--- config.mk ---
export PLATFORM = sky130hd
export DESIGN_NAME = sbs_streamer
export DESIGN_NICKNAME = d
export VERILOG_FILES = /design/src/rtl/sbs_pkg.sv /design/src/rtl/sbs_sync.sv /design/src/rtl/sbs_bitclk.sv /design/src/rtl/sbs_streamer.sv
export SDC_FILE = /design/constraint.sdc
export NUM_CORES = 1
export LEC_CHECK = 0
export BUFFER_PORTS_ARGS = -buffer_cell sky130_fd_sc_hd__buf_2
export CAP_MARGIN = 20
export CORE_AREA = 8 8 66 68
export CTS_CLUSTER_SIZE = 24
export DETAILED_ROUTE_END_ITERATION = 8
export DIE_AREA = 0 0 74 76
export PLACE_DENSITY = 0.81
export SLEW_MARGIN = 15
export SYNTH_ARGS = -nofsm -noshare
export SYNTH_HDL_FRONTEND = slang
export SYNTH_SLANG_ARGS = --single-unit
--- constraint.sdc ---
create_clock -name clk -period 2.41 [get_ports clk]
set_input_delay 0.241 -clock clk [delete_from_list [all_inputs] [get_ports clk]]
set_output_delay 0.241 -clock clk [all_outputs]
set_load 0.03 [all_outputs]
--- src/rtl/sbs_pkg.sv ---
package sbs_pkg;

  typedef enum logic [2:0] {
    ST_IDLE,
    ST_WAIT,
    ST_SETTLE,
    ST_FETCH,
    ST_FRAME,
    ST_GAP
  } sbs_state_e;

  // system cycles in one full bit period
  function automatic int sbs_bit_cycles(input int half);
    return 2 * half;
  endfunction

  // system cycles covered by one frame: sync period plus data periods
  function automatic int sbs_frame_cycles(input int half, input int width);
    return sbs_bit_cycles(half) * (width + 1);
  endfunction

endpackage

--- src/rtl/sbs_sync.sv ---
module sbs_sync #(
  parameter int   STAGES  = 2,
  parameter logic RST_VAL = 1'b1
) (
  input  logic clk,
  input  logic rst_n,
  input  logic d,
  output logic q
);
  logic [STAGES-1:0] chain;

  always_ff @(posedge clk or negedge rst_n) begin
    if (!rst_n) chain <= {STAGES{RST_VAL}};
    else        chain <= {chain[STAGES-2:0], d};
  end

  assign q = chain[STAGES-1];
endmodule

--- src/rtl/sbs_bitclk.sv ---
module sbs_bitclk #(
  parameter int DIV_HALF = 2
) (
  input  logic clk,
  input  logic rst_n,
  input  logic run,
  output logic sclk,
  output logic fall_tk
);
  localparam int CW = (DIV_HALF > 1) ? $clog2(DIV_HALF) : 1;

  logic [CW-1:0] cnt;
  logic          at_flip;

  assign at_flip = run && (cnt == CW'(DIV_HALF - 1));
  assign fall_tk = at_flip && sclk;

  always_ff @(posedge clk or negedge rst_n) begin
    if (!rst_n) begin
      cnt  <= '0;
      sclk <= 1'b0;
    end else if (!run) begin
      cnt  <= '0;
      sclk <= 1'b0;
    end else if (at_flip) begin
      cnt  <= '0;
      sclk <= ~sclk;
    end else begin
      cnt <= cnt + 1'b1;
    end
  end

  // a stopped clock always rests low
  p_park_low_r3: assert property (@(posedge clk) disable iff (!rst_n)
    !$past(run) && !run |-> !sclk);
endmodule

--- src/rtl/sbs_streamer.sv ---
module sbs_streamer
  import sbs_pkg::*;
#(
  parameter int WORD_W      = 16,
  parameter int DIV_HALF    = 2,
  parameter int GAP_CYC     = 40,
  parameter int SETTLE_BITS = 2
) (
  input  logic              clk,
  input  logic              rst_n,
  input  logic              start,
  input  logic              rdy_n_in,
  input  logic [WORD_W-1:0] in_data,
  input  logic              in_valid,
  input  logic              in_last,
  output logic              in_ready,
  output logic              sclk,
  output logic              fsync,
  output logic              sdata,
  output logic              busy,
  output logic              done
);
  localparam int BW = $clog2(WORD_W + 1);
  localparam int GW = (GAP_CYC > 1) ? $clog2(GAP_CYC) : 1;
  localparam int SW = (SETTLE_BITS > 1) ? $clog2(SETTLE_BITS) : 1;

  sbs_state_e        st;
  logic              rdy_n_s;
  logic              run;
  logic              fall_tk;
  logic [WORD_W-1:0] sh;
  logic [BW-1:0]     bcnt;
  logic [GW-1:0]     gcnt;
  logic [SW-1:0]     scnt;
  logic              last_q;

  // named events
  logic frame_start;
  logic word_end;
  logic settle_end;

  sbs_sync #(.STAGES(2), .RST_VAL(1'b1)) u_sync (
    .clk  (clk),
    .rst_n(rst_n),
    .d    (rdy_n_in),
    .q    (rdy_n_s)
  );

  assign run = (st == ST_SETTLE) || (st == ST_FRAME);

  sbs_bitclk #(.DIV_HALF(DIV_HALF)) u_clk (
    .clk    (clk),
    .rst_n  (rst_n),
    .run    (run),
    .sclk   (sclk),
    .fall_tk(fall_tk)
  );

  assign frame_start = (st == ST_FETCH) && in_valid;
  assign word_end    = (st == ST_FRAME) && fall_tk && (bcnt == BW'(WORD_W));
  assign settle_end  = (st == ST_SETTLE) && fall_tk && (scnt == SW'(SETTLE_BITS - 1));
  assign in_ready    = (st == ST_FETCH);
  assign busy        = (st != ST_IDLE);

  always_ff @(posedge clk or negedge rst_n) begin
    if (!rst_n) begin
      st     <= ST_IDLE;
      fsync  <= 1'b0;
      sdata  <= 1'b0;
      sh     <= '0;
      bcnt   <= '0;
      gcnt   <= '0;
      scnt   <= '0;
      last_q <= 1'b0;
      done   <= 1'b0;
    end else begin
      done <= 1'b0;
      unique case (st)
        ST_IDLE:   if (start) st <= ST_WAIT;
        ST_WAIT: begin
          scnt <= '0;
          if (!rdy_n_s) st <= ST_SETTLE;
        end
        ST_SETTLE: begin
          if (settle_end)   st   <= ST_FETCH;
          else if (fall_tk) scnt <= scnt + 1'b1;
        end
        ST_FETCH: begin
          if (frame_start) begin
            sh     <= in_data;
            last_q <= in_last;
            fsync  <= 1'b1;
            sdata  <= 1'b0;
            bcnt   <= '0;
            st     <= ST_FRAME;
          end
        end
        ST_FRAME: begin
          if (word_end) begin
            fsync <= 1'b0;
            sdata <= 1'b0;
            gcnt  <= '0;
            if (last_q) begin
              st   <= ST_IDLE;
              done <= 1'b1;
            end else begin
              st <= ST_GAP;
            end
          end else if (fall_tk) begin
            fsync <= 1'b0;
            sdata <= sh[WORD_W-1];
            sh    <= {sh[WORD_W-2:0], 1'b0};
            bcnt  <= bcnt + 1'b1;
          end
        end
        ST_GAP: begin
          if (gcnt == GW'(GAP_CYC - 1)) st   <= ST_FETCH;
          else                          gcnt <= gcnt + 1'b1;
        end
        default: st <= ST_IDLE;
      endcase
    end
  end

  // ---------------- checking ----------------
  int   gap_seen;
  int   frame_len;
  logic ended;

  always_ff @(posedge clk or negedge rst_n) begin
    if (!rst_n) begin
      gap_seen  <= 0;
      frame_len <= 0;
      ended     <= 1'b0;
    end else begin
      if (!busy)         ended <= 1'b0;
      else if (word_end) ended <= 1'b1;
      if (word_end)              gap_seen <= 0;
      else if (gap_seen < GAP_CYC + 8) gap_seen <= gap_seen + 1;
      if (frame_start)   frame_len <= 0;
      else               frame_len <= frame_len + 1;
    end
  end

  p_idle_lines_r1: assert property (@(posedge clk) disable iff (!rst_n)
    !busy |-> !sclk && !fsync && !sdata && !in_ready);

  p_quiet_wait_r2: assert property (@(posedge clk) disable iff (!rst_n)
    (st == ST_WAIT) |-> !sclk && !fsync);

  p_sync_one_bit_r5: assert property (@(posedge clk) disable iff (!rst_n)
    $fell(fsync) |-> $past(fall_tk));

  p_data_steady_r5: assert property (@(posedge clk) disable iff (!rst_n)
    sclk && $past(sclk) |-> $stable(sdata) && $stable(fsync));

  p_frame_len_r5: assert property (@(posedge clk) disable iff (!rst_n)
    word_end |-> frame_len == sbs_frame_cycles(DIV_HALF, WORD_W) - 1);

  p_gap_min_r6: assert property (@(posedge clk) disable iff (!rst_n)
    $rose(fsync) && ended |-> gap_seen >= GAP_CYC);

  p_take_idle_r7: assert property (@(posedge clk) disable iff (!rst_n)
    in_ready |-> !sclk && !fsync);

  p_done_end_r8: assert property (@(posedge clk) disable iff (!rst_n)
    done |-> !busy && $past(busy) && !sclk);
endmodule

==> metrics.cfg, run 1 <==
[status]
status=finished, violations left
failing_checks=negative hold slack

[power]
share_seq_of_total_power=0.506
combinationalPowerShare=0.314
p_int_uw=1350
leakage_power_total_uw=0.000997
clock_power_share=0.180
switching_share=0.368
power_density_nw_per_um2=979
ir_drop_mv=0.444
total_switching_power_uw=786
power_uw=2140

[synth]
synth_cell_type_count=39
post-synth-top-area-fraction=0.485
ys.flop_type=dfrtp_1
synth.area.mux_share=0.100
netlist_top_cells_area=dfrtp_1 (48%), mux2i_1 (9.4%), nand2_1 (5.9%), o21ai_1 (4.5%), dfstp_2 (2.8%)
proportion_of_synthesized_chip_area_in_sequential_cells=0.512
mapped_cell_area_um2=1910
biggest_area_consumer_among_synthesized_cells=dfrtp_1
ys.warnings.count=0
synth-compound-area-share=0.131
ys_seq_elements=39
postSynthAreaPerCell_um2=10.1
syn_nets=214
synth_top_family_by_area=simple AND/OR/NAND/NOR gates
synthXorXnorAreaFrac=0.0183
synthSimpleGateAreaFrac=0.186
synth_fa_ha_area_frac=0.0197
synth-async-reset-ratio=1.00
synth-edff-count=0
postSynthCellCount=189

[global_routing]
grt_antenna_before_repair=0
grt_first_pass_wirelength_mm=6.31
global_route.overflow_total=0
grt_start_max_net_pins=40
grt.total_usage=0.140
number_of_global_route_vias_before_repair=1439

[worst_setup_path]
timing.critical_path.fanout_max=24
critPathSlowestCell=dfrtp_1
worstRegToRegCells=5
slowest_delay_ns=0.60
rrSetupSlack_ns=0.55
critPathArrivalTime_ns=2.13
rr_startpoint=st[2]
path_class=reg2reg
timing.rr.end=bcnt[4]
path_cells=nor3b_4 > buf_12 > nand3_1 > or3_1 > a21oi_1
timing.critical_path.from_type=register
req_time_crit_path_ns=2.68
endpoint_kind=register

[detailed_routing]
first_iter_violations=110
avgViaCountPerCell=5.51
wirelength_mm=3.57
vias=1461
route.detailed.drc=0
routed_antenna_nets=0
firstDrtPassIters=4
drt-wirelength-per-cell_um=13.5

[worst_hold_path]
min_path_type=in2async

[floorplan]
die-area_um2=5620
die_h_um=76
ios=28
placementRows=22
initial_core_util=0.555
die_w_um=74
core_area_um2=3440

[place]
gpl.final_weighted_congestion=0.817
hpwlAfterDp_mm=2.57
place.detailed.instances=256
input_output_buffers=27
dp_slack_ns=0.564

[timing]
timing.max_slew.rel_slack=0.438
tightest_slew_ns=0.842
report.final.slew_viol_count=0
hold_viol_final=16
worst_hold_slack_ns=-0.00831
final_period_minus_worst_setup_slack_ns=1.86
timing.clock.skew_ns=0.0152
setup_viol=0
rsz0062_at_grt=no
setup_ws_ns=0.550
achievable-frequency_ghz=0.538
finalCritPeriodShare=0.772
final.setup.tns_ns=0

[clocking]
cts_root_cell=clkbuf_4
tritoncts_num_sinks=39
cts_setup_buffers=0
cts_tree=built
post_cts_resize_count=0
cts_max_level=2
clockBufferDepth=2
clk-insertion-delay-late_ns=0.35
cts-buffers-inserted=5
clock_slew_at_reported_path_ffs_ns=0.12
post_cts_hold_buffer_count=1

[layout]
final_layout_size_suffix_gt1_frac=0.198
layout.cells.most_common_list=dfrtp_1 (37), nand2_1 (30), buf_2 (27), mux2i_1 (18), o21ai_1 (17)
area.growth.synth_to_final_pct=14.2
num-nets-final=241
final_core_utilization=0.634
n_antenna_cell=0
layout_commonest_cell=dfrtp_1
post_layout_nonfiller_instances=265

[job]
max_cap_viol_count=0

## how the worst max path moves through the flow
stage / start / end / slack [ns] / cells after the start
floorplan: st[1] / in_ready / 0.76 / 3
global placement: st[2] / gcnt[0] / 0.63 / 5
detailed placement: st[2] / bcnt[4] / 0.56 / 5
CTS: st[2] / bcnt[4] / 0.55 / 5
global route: st[2] / bcnt[4] / 0.39 / 5
finish: st[2] / bcnt[4] / 0.55 / 5
## layout make-up
| cell class | count | area, µm² |
|---|---|---|
| fillers | 282 | 1260 |
| flip-flops and latches | 39 | 978 |
| multi-input cells | 136 | 882 |
| repair buffers | 30 | 173 |
| clock buffers | 7 | 65.1 |
| well taps | 48 | 60.1 |
| inverters | 4 | 15.0 |
| clock inverters | 1 | 7.51 |
## cells in the mapped netlist, types with 2 or more instances
cell type   n
nand2b_1    2
a22o_1      3
a32o_1      2
nand3_1     3
nor3_1      4
o21ai_1    17
and2_1      4
ha_1        3
inv_1       4
dfstp_2     2
nand4b_1    2
nand2_1    30
clkbuf_1    3
nor2_1      9
o21ai_0     6
mux2i_1    18
and3_1      3
nand4_1     2
xor2_1      3
or3_1       4
a31oi_1     2
buf_2       7
a21oi_1     4
dfrtp_1    37
## metrics by stage
| stage | hold WS [ns] | area, µm² |
|---|---|---|
| after floorplan | -0.0546 | 1910 |
| after global placement | 0.346 | 2100 |
| after detailed placement | 0.347 | 2100 |
| after CTS | 0.00533 | 2180 |
| after global routing | 0.0525 | 2180 |
| final | -0.00831 | 2180 |
## state kept, by name (all words and copies together), names as in the netlist
| signal | count |
|---|---|
| scnt | 1 |
| sdata | 1 |
| fsync | 1 |
| u_clk.cnt | 1 |
| u_clk.sclk | 1 |
| u_sync.chain | 2 |
| gcnt | 6 |
| bcnt | 5 |
| last_q | 1 |
| done | 1 |
| st | 3 |
| sh | 16 |
## metal layers
layer,wire [µm],GRT usage,vias to the layer above
met5,0,0,-
met4,44,0.0420,0
met3,282,0.0553,6
li1,-,-,721
met2,1630,0.206,43
met1,1620,0.181,691
## worst max-delay path, delay by kind of cell, from the launching register on
kind                   cells  cell delay, ns
AOI/OAI and AO/OA          1            0.14
and+or+nand+nor            3            0.83
buffers and inverters      1            0.21
DFF                        1            0.60
## logic make-up after synthesis
family | after synthesis
buffers and inverters | 14
multiplexers | 19
AO/OA/AOI/OAI | 41
AND/OR/NAND/NOR | 69
flip-flops | 39
adder cells (fa/ha/maj) | 3
XOR/XNOR | 4
## power by group through the flow
| stage | Clock [µW] | Sequential, µW | Combinational, µW |
|---|---|---|---|
| floorplan | 0 | 1020 | 547 |
| global placement | 0 | 1080 | 659 |
| detailed placement | 0 | 1090 | 682 |
| CTS | 400 | 1080 | 680 |
| global route | 426 | 1120 | 765 |
| finish | 385 | 1080 | 670 |
Power figures use the tool's default switching activity.
==> run 2, diff against run 1 <==
- CORE_AREA: 8 8 66 68 -> 8 8 71 73
- DIE_AREA: 0 0 74 76 -> 0 0 79 81
- PLACE_DENSITY: 0.81 -> 0.73
- clock period: 2.41 -> 1.6 ns (I/O delays scaled with it)
==> run 2 against run 1 <==
The flow now finishes without violations. Worst hold slack improved by 0.061 ns. Setup slack got worse by 0.50 ns. Via count increased by 3.3%. Total power grew 83%. Routed wire length rose by 9.5%. Clock skew fell by 0.0097 ns. Cell area up 13%. Critical path depth increased by 1. Clock power increased to 2.5 times the previous value. Cell count increased by 6.8%. Sequential cell count stayed put. Sequential share of layout area fell by 4.9 points. Highest routed layer unchanged.
==> metrics.cfg, run 2 (same netlist as run 1, synthesis figures left out) <==
[floorplan]
die-area_um2=6400
ios=28
initial_core_util=0.488
placementRows=23
die_w_um=79
die_h_um=81
core_area_um2=3910

[detailed_routing]
wl_met2_mm=1.80
vias=1509
route.detailed.drc=0
firstDrtPassIters=4
maxUsedRoutingLayer=met4
first_iter_violations=51
avgViaCountPerCell=5.33
drt-wirelength-per-cell_um=13.8
routed_antenna_nets=0
met3_length_um=227
wirelength_mm=3.91
wl_met1_mm=1.82

[clocking]
clockBufferDepth=2
clock_slew_at_reported_path_ffs_ns=0.08
cts_max_level=2
cts-buffers-inserted=5
cts_tree=built
clk-insertion-delay-late_ns=0.30
tritoncts_num_sinks=39
cts_root_cell=clkbuf_8

[power]
ir_drop_mv=0.780
power_density_nw_per_um2=1590
leakage_power_total_uw=0.00112
power_uw=3910

[job]
max_cap_viol_count=0

[timing]
rsz0062_at_grt=yes
achievable-frequency_ghz=0.644
hold_viol_final=0
timing.clock.skew_ns=0.00553
timing.max_slew.rel_slack=0.715
final_period_minus_worst_setup_slack_ns=1.55
worst_hold_slack_ns=0.0522
finalCritPeriodShare=0.971
report.final.slew_viol_count=0
tightest_slew_ns=0.428
setup_viol=0

[worst_setup_path]
critPathArrivalTime_ns=1.75
slowest_delay_ns=0.39
req_time_crit_path_ns=1.79
critPathSlowestCell=dfrtp_1
timing.critical_path.fanout_max=3
path_class=reg2reg
path_cells=inv_1 > ha_2 > and4bb_2 > mux2i_1 > a32o_1 > a22o_1
timing.critical_path.from_type=register
cpLargestDelayFamily=compound AO/OA/AOI/OAI gates
endpoint_kind=register
cp.buffers_inverters=1

[global_routing]
grt_first_pass_wirelength_mm=6.78
global_route.overflow_total=0
grt_start_max_net_pins=32
grt_antenna_before_repair=0
grt.total_usage=0.133
number_of_global_route_vias_before_repair=1585

[layout]
final_core_utilization=0.628
largest_register=sh
area.growth.synth_to_final_pct=28.6
n_antenna_cell=0
num-fill-cells=339
layout_commonest_cell=dfrtp_1
largestRegisters=sh: 16 flops, gcnt: 6 flops, bcnt: 5 flops
final_layout_size_suffix_gt1_frac=0.279
num-nets-final=257
post_layout_nonfiller_instances=283
layout.cells.most_common_list=dfrtp_1 (35), nand2_1 (30), buf_2 (25), mux2i_1 (18), o21ai_1 (17)
largest_register_ff_count=16

[place]
input_output_buffers=27
gpl.final_weighted_congestion=0.769
hpwlAfterDp_mm=2.81
place.detailed.instances=269

[status]
status=finished, final reports clean

[worst_hold_path]
min_path_type=in2reg

run 2: cell type report:
class,instances,area (µm²),area share
inverters,4,15.0,0.00611
clock inverters,2,60.1,0.0245
clock buffers,6,72.6,0.0295
well taps,50,62.6,0.0255
flip-flops and latches,39,981,0.399
repair buffers,46,337,0.137
multi-input cells,136,928,0.378
run 2: worst min-delay path, cell delays in order:
cell,delay (ns)
buf_2,0.08
nand2_1,0.04
nand2_1,0.04
run 2: repair_timing:
action / CTS / global route
hold buffers: 2 / 0
hold endpoints to repair: 16 / 0
buffers inserted: 2 / 2
gates resized for setup: 2 / 14
pin swaps: 0 / 4
endpoints found under the setup margin: 2 / 24
run 2: layer usage:
metal	vias to the layer above	GRT usage
li1	756	-
met3	7	0.0519
met4	0	0.0556
met2	36	0.216
met1	710	0.155
met5	-	0
run 2: final timing paths:
kind	startpoint	endpoint	slack (ns)	cells after the start
max in group asynchronous	rst_n	gcnt[2]	0.82	3
min reg2reg	u_sync.chain[0]	u_sync.chain[1]	0.36	0
max	bcnt[0]	bcnt[1]	0.05	6
min in group asynchronous	rst_n	u_clk.sclk	0.33	2
max reg2reg	bcnt[0]	bcnt[1]	0.05	6
min	in_last	last_q	0.05	3
run 2: power breakdown:
part           internal [µW]  switching, µW  total, µW  leakage [µW]
clock                    623            345        968     0.0000654
combinational            686            707       1390      0.000558
sequential              1320            236       1550      0.000498
run 2: stage by stage:
step           area, µm²  TNS, ns  setup WS [ns]
2_1_floorplan       1910        0         0.0356
3_3_place_gp        2200        0         0.0954
3_5_place_dp        2200        0         0.0536
4_1_cts             2380        0         0.0185
5_1_grt             2460   -0.130        -0.0328
6_report            2460        0         0.0463
==> run 3, diff against run 2 <==
- CORE_AREA: 8 8 71 73 -> 8 8 70 72
- CTS_BUF_LIST: default -> sky130_fd_sc_hd__clkbuf_8
- DIE_AREA: 0 0 79 81 -> 0 0 78 80
- PLACE_DENSITY: 0.73 -> 0.75
==> run 3 against run 2 <==
Clock power down 33%. Worst hold slack better by 0.011 ns. Via count unchanged. First-iteration DRC count up 82%. Die area down 2.5%. Core utilization down 1.9 points. Count of clock-buffer cells in the layout down 1. Largest power group unchanged. Clock skew up 0.0016 ns. Sequential cell count unchanged. Cell area down 4.5%. Sequential share of layout area up 1.8 points. Sequential power about the same.
==> metrics.cfg, run 3 (same netlist as run 1, synthesis figures left out) <==
[status]
status=finished, final reports clean

[worst_setup_path]
cp-endpoint=busy
timing.rr.end=gcnt[0]
rrSetupSlack_ns=0.03
path_class=reg2out
worstRegToRegCells=6
critPathArrivalTime_ns=1.42
worstSetupStartpoint=st[0]
req_time_crit_path_ns=1.44
rr_startpoint=bcnt[0]
timing.critical_path.fanout_max=12
endpoint_kind=primary output
timing.critical_path.from_type=register

[detailed_routing]
vias=1509
route.detailed.drc=0
wirelength_mm=3.91
firstDrtPassIters=4
routed_antenna_nets=0
avgViaCountPerCell=5.33
first_iter_violations=93
drt-wirelength-per-cell_um=13.8

[place]
hpwlAfterDp_mm=2.85
post_dp_cell_area_um2=2200
gpl.final_weighted_congestion=0.821
input_output_buffers=27
dp_slack_ns=0.0689

[power]
p_int_uw=2210
power_uw=3470
clock_power_share=0.186
switching_share=0.363
total_switching_power_uw=1260
ir_drop_mv=0.780
combinationalPowerShare=0.368
leakage_power_total_uw=0.00109
share_seq_of_total_power=0.447
power_density_nw_per_um2=1480

[job]
max_cap_viol_count=0

[timing]
achievable-frequency_ghz=0.634
hold_viol_final=0
tightest_slew_ns=0.356
timing.clock.skew_ns=0.00715
final_period_minus_worst_setup_slack_ns=1.58
setup_ws_ns=0.0229
setup_viol=0
timing.max_slew.rel_slack=0.763
final.setup.tns_ns=0
rsz0062_at_grt=yes
finalCritPeriodShare=0.986
report.final.slew_viol_count=0

[clocking]
cts_root_cell=clkbuf_8
cts-buffers-inserted=5
tritoncts_num_sinks=39
cts_max_level=2
cts_tree=built
clk-insertion-delay-late_ns=0.29
clock_slew_at_reported_path_ffs_ns=0.07
clockBufferDepth=2

[global_routing]
grt_first_pass_wirelength_mm=6.64
grt.total_usage=0.131
grt_antenna_before_repair=0
global_route.overflow_total=0
grt_start_max_net_pins=32
number_of_global_route_vias_before_repair=1521

[floorplan]
core_area_um2=3860
die_w_um=78
ios=28
die-area_um2=6240
placementRows=23
die_h_um=80
initial_core_util=0.495

[worst_hold_path]
min_path_type=in2reg

[layout]
num-nets-final=257
num-fill-cells=347
layout_commonest_cell=dfrtp_1
final_layout_size_suffix_gt1_frac=0.253
design_area_um2=2350
layout.cells.most_common_list=dfrtp_1 (37), nand2_1 (30), buf_2 (25), mux2i_1 (18)
area.growth.synth_to_final_pct=22.9
largest_register=sh
largestRegisters=sh: 16 flops, gcnt: 6 flops, bcnt: 5 flops
n_antenna_cell=0
largest_register_ff_count=16
multi_input_comb_area_um2=901
register_area_um2=978

[run 3: worst max-delay path: stages, from the launching register on]
cell     delay (ns)
dfrtp_1        0.42
buf_4          0.19
or3_1          0.34
buf_4          0.17
[run 3: cell type report]
type / instances / area share
Sequential cell: 39 / 0.417
Multi-Input combinational cell: 136 / 0.384
Timing Repair Buffer: 46 / 0.130
Clock buffer: 5 / 0.0293
Tap cell: 50 / 0.0267
Clock inverter: 3 / 0.00693
Inverter: 4 / 0.00640
[run 3: metrics by stage]
step,util,hold WS (ns),std cells
2_1_floorplan,-,-0.136,189
3_3_place_gp,0.570,0.0889,271
3_5_place_dp,0.570,0.0901,271
4_1_cts,0.597,0.0609,281
5_1_grt,0.608,0.0801,283
6_report,0.608,0.0634,283
[run 3: layer usage]
metal	track usage	up-vias	share of wire
met5	0	-	0
met4	0.0648	0	0.019
met3	0.0394	5	0.025
met2	0.222	15	0.50
met1	0.148	735	0.46
li1	-	754	-
[run 3: how the worst min path moves through the flow]
stage | start | end | slack, ns | cells after the start
floorplan | rst_n | bcnt[0] | -0.14 | 0
global placement | rst_n | st[2] | 0.09 | 1
detailed placement | rst_n | st[2] | 0.09 | 1
CTS | in_last | last_q | 0.06 | 3
global route | in_last | last_q | 0.08 | 3
finish | in_last | last_q | 0.06 | 3
[run 3: power groups by stage]
stage	clock network [µW]	registers, µW	logic, µW
final	644	1550	1280
after global routing	691	1590	1410
after CTS	655	1540	1230
after detailed placement	0	1550	1220
after global placement	0	1550	1190
after floorplan	0	1540	825
[run 3: repair_timing]
item,CTS,global route
endpoints found under the hold margin,14,0
buffers inserted,0,2
hold buffers,2,0
gates resized for setup,0,6
endpoints found under the setup margin,0,24
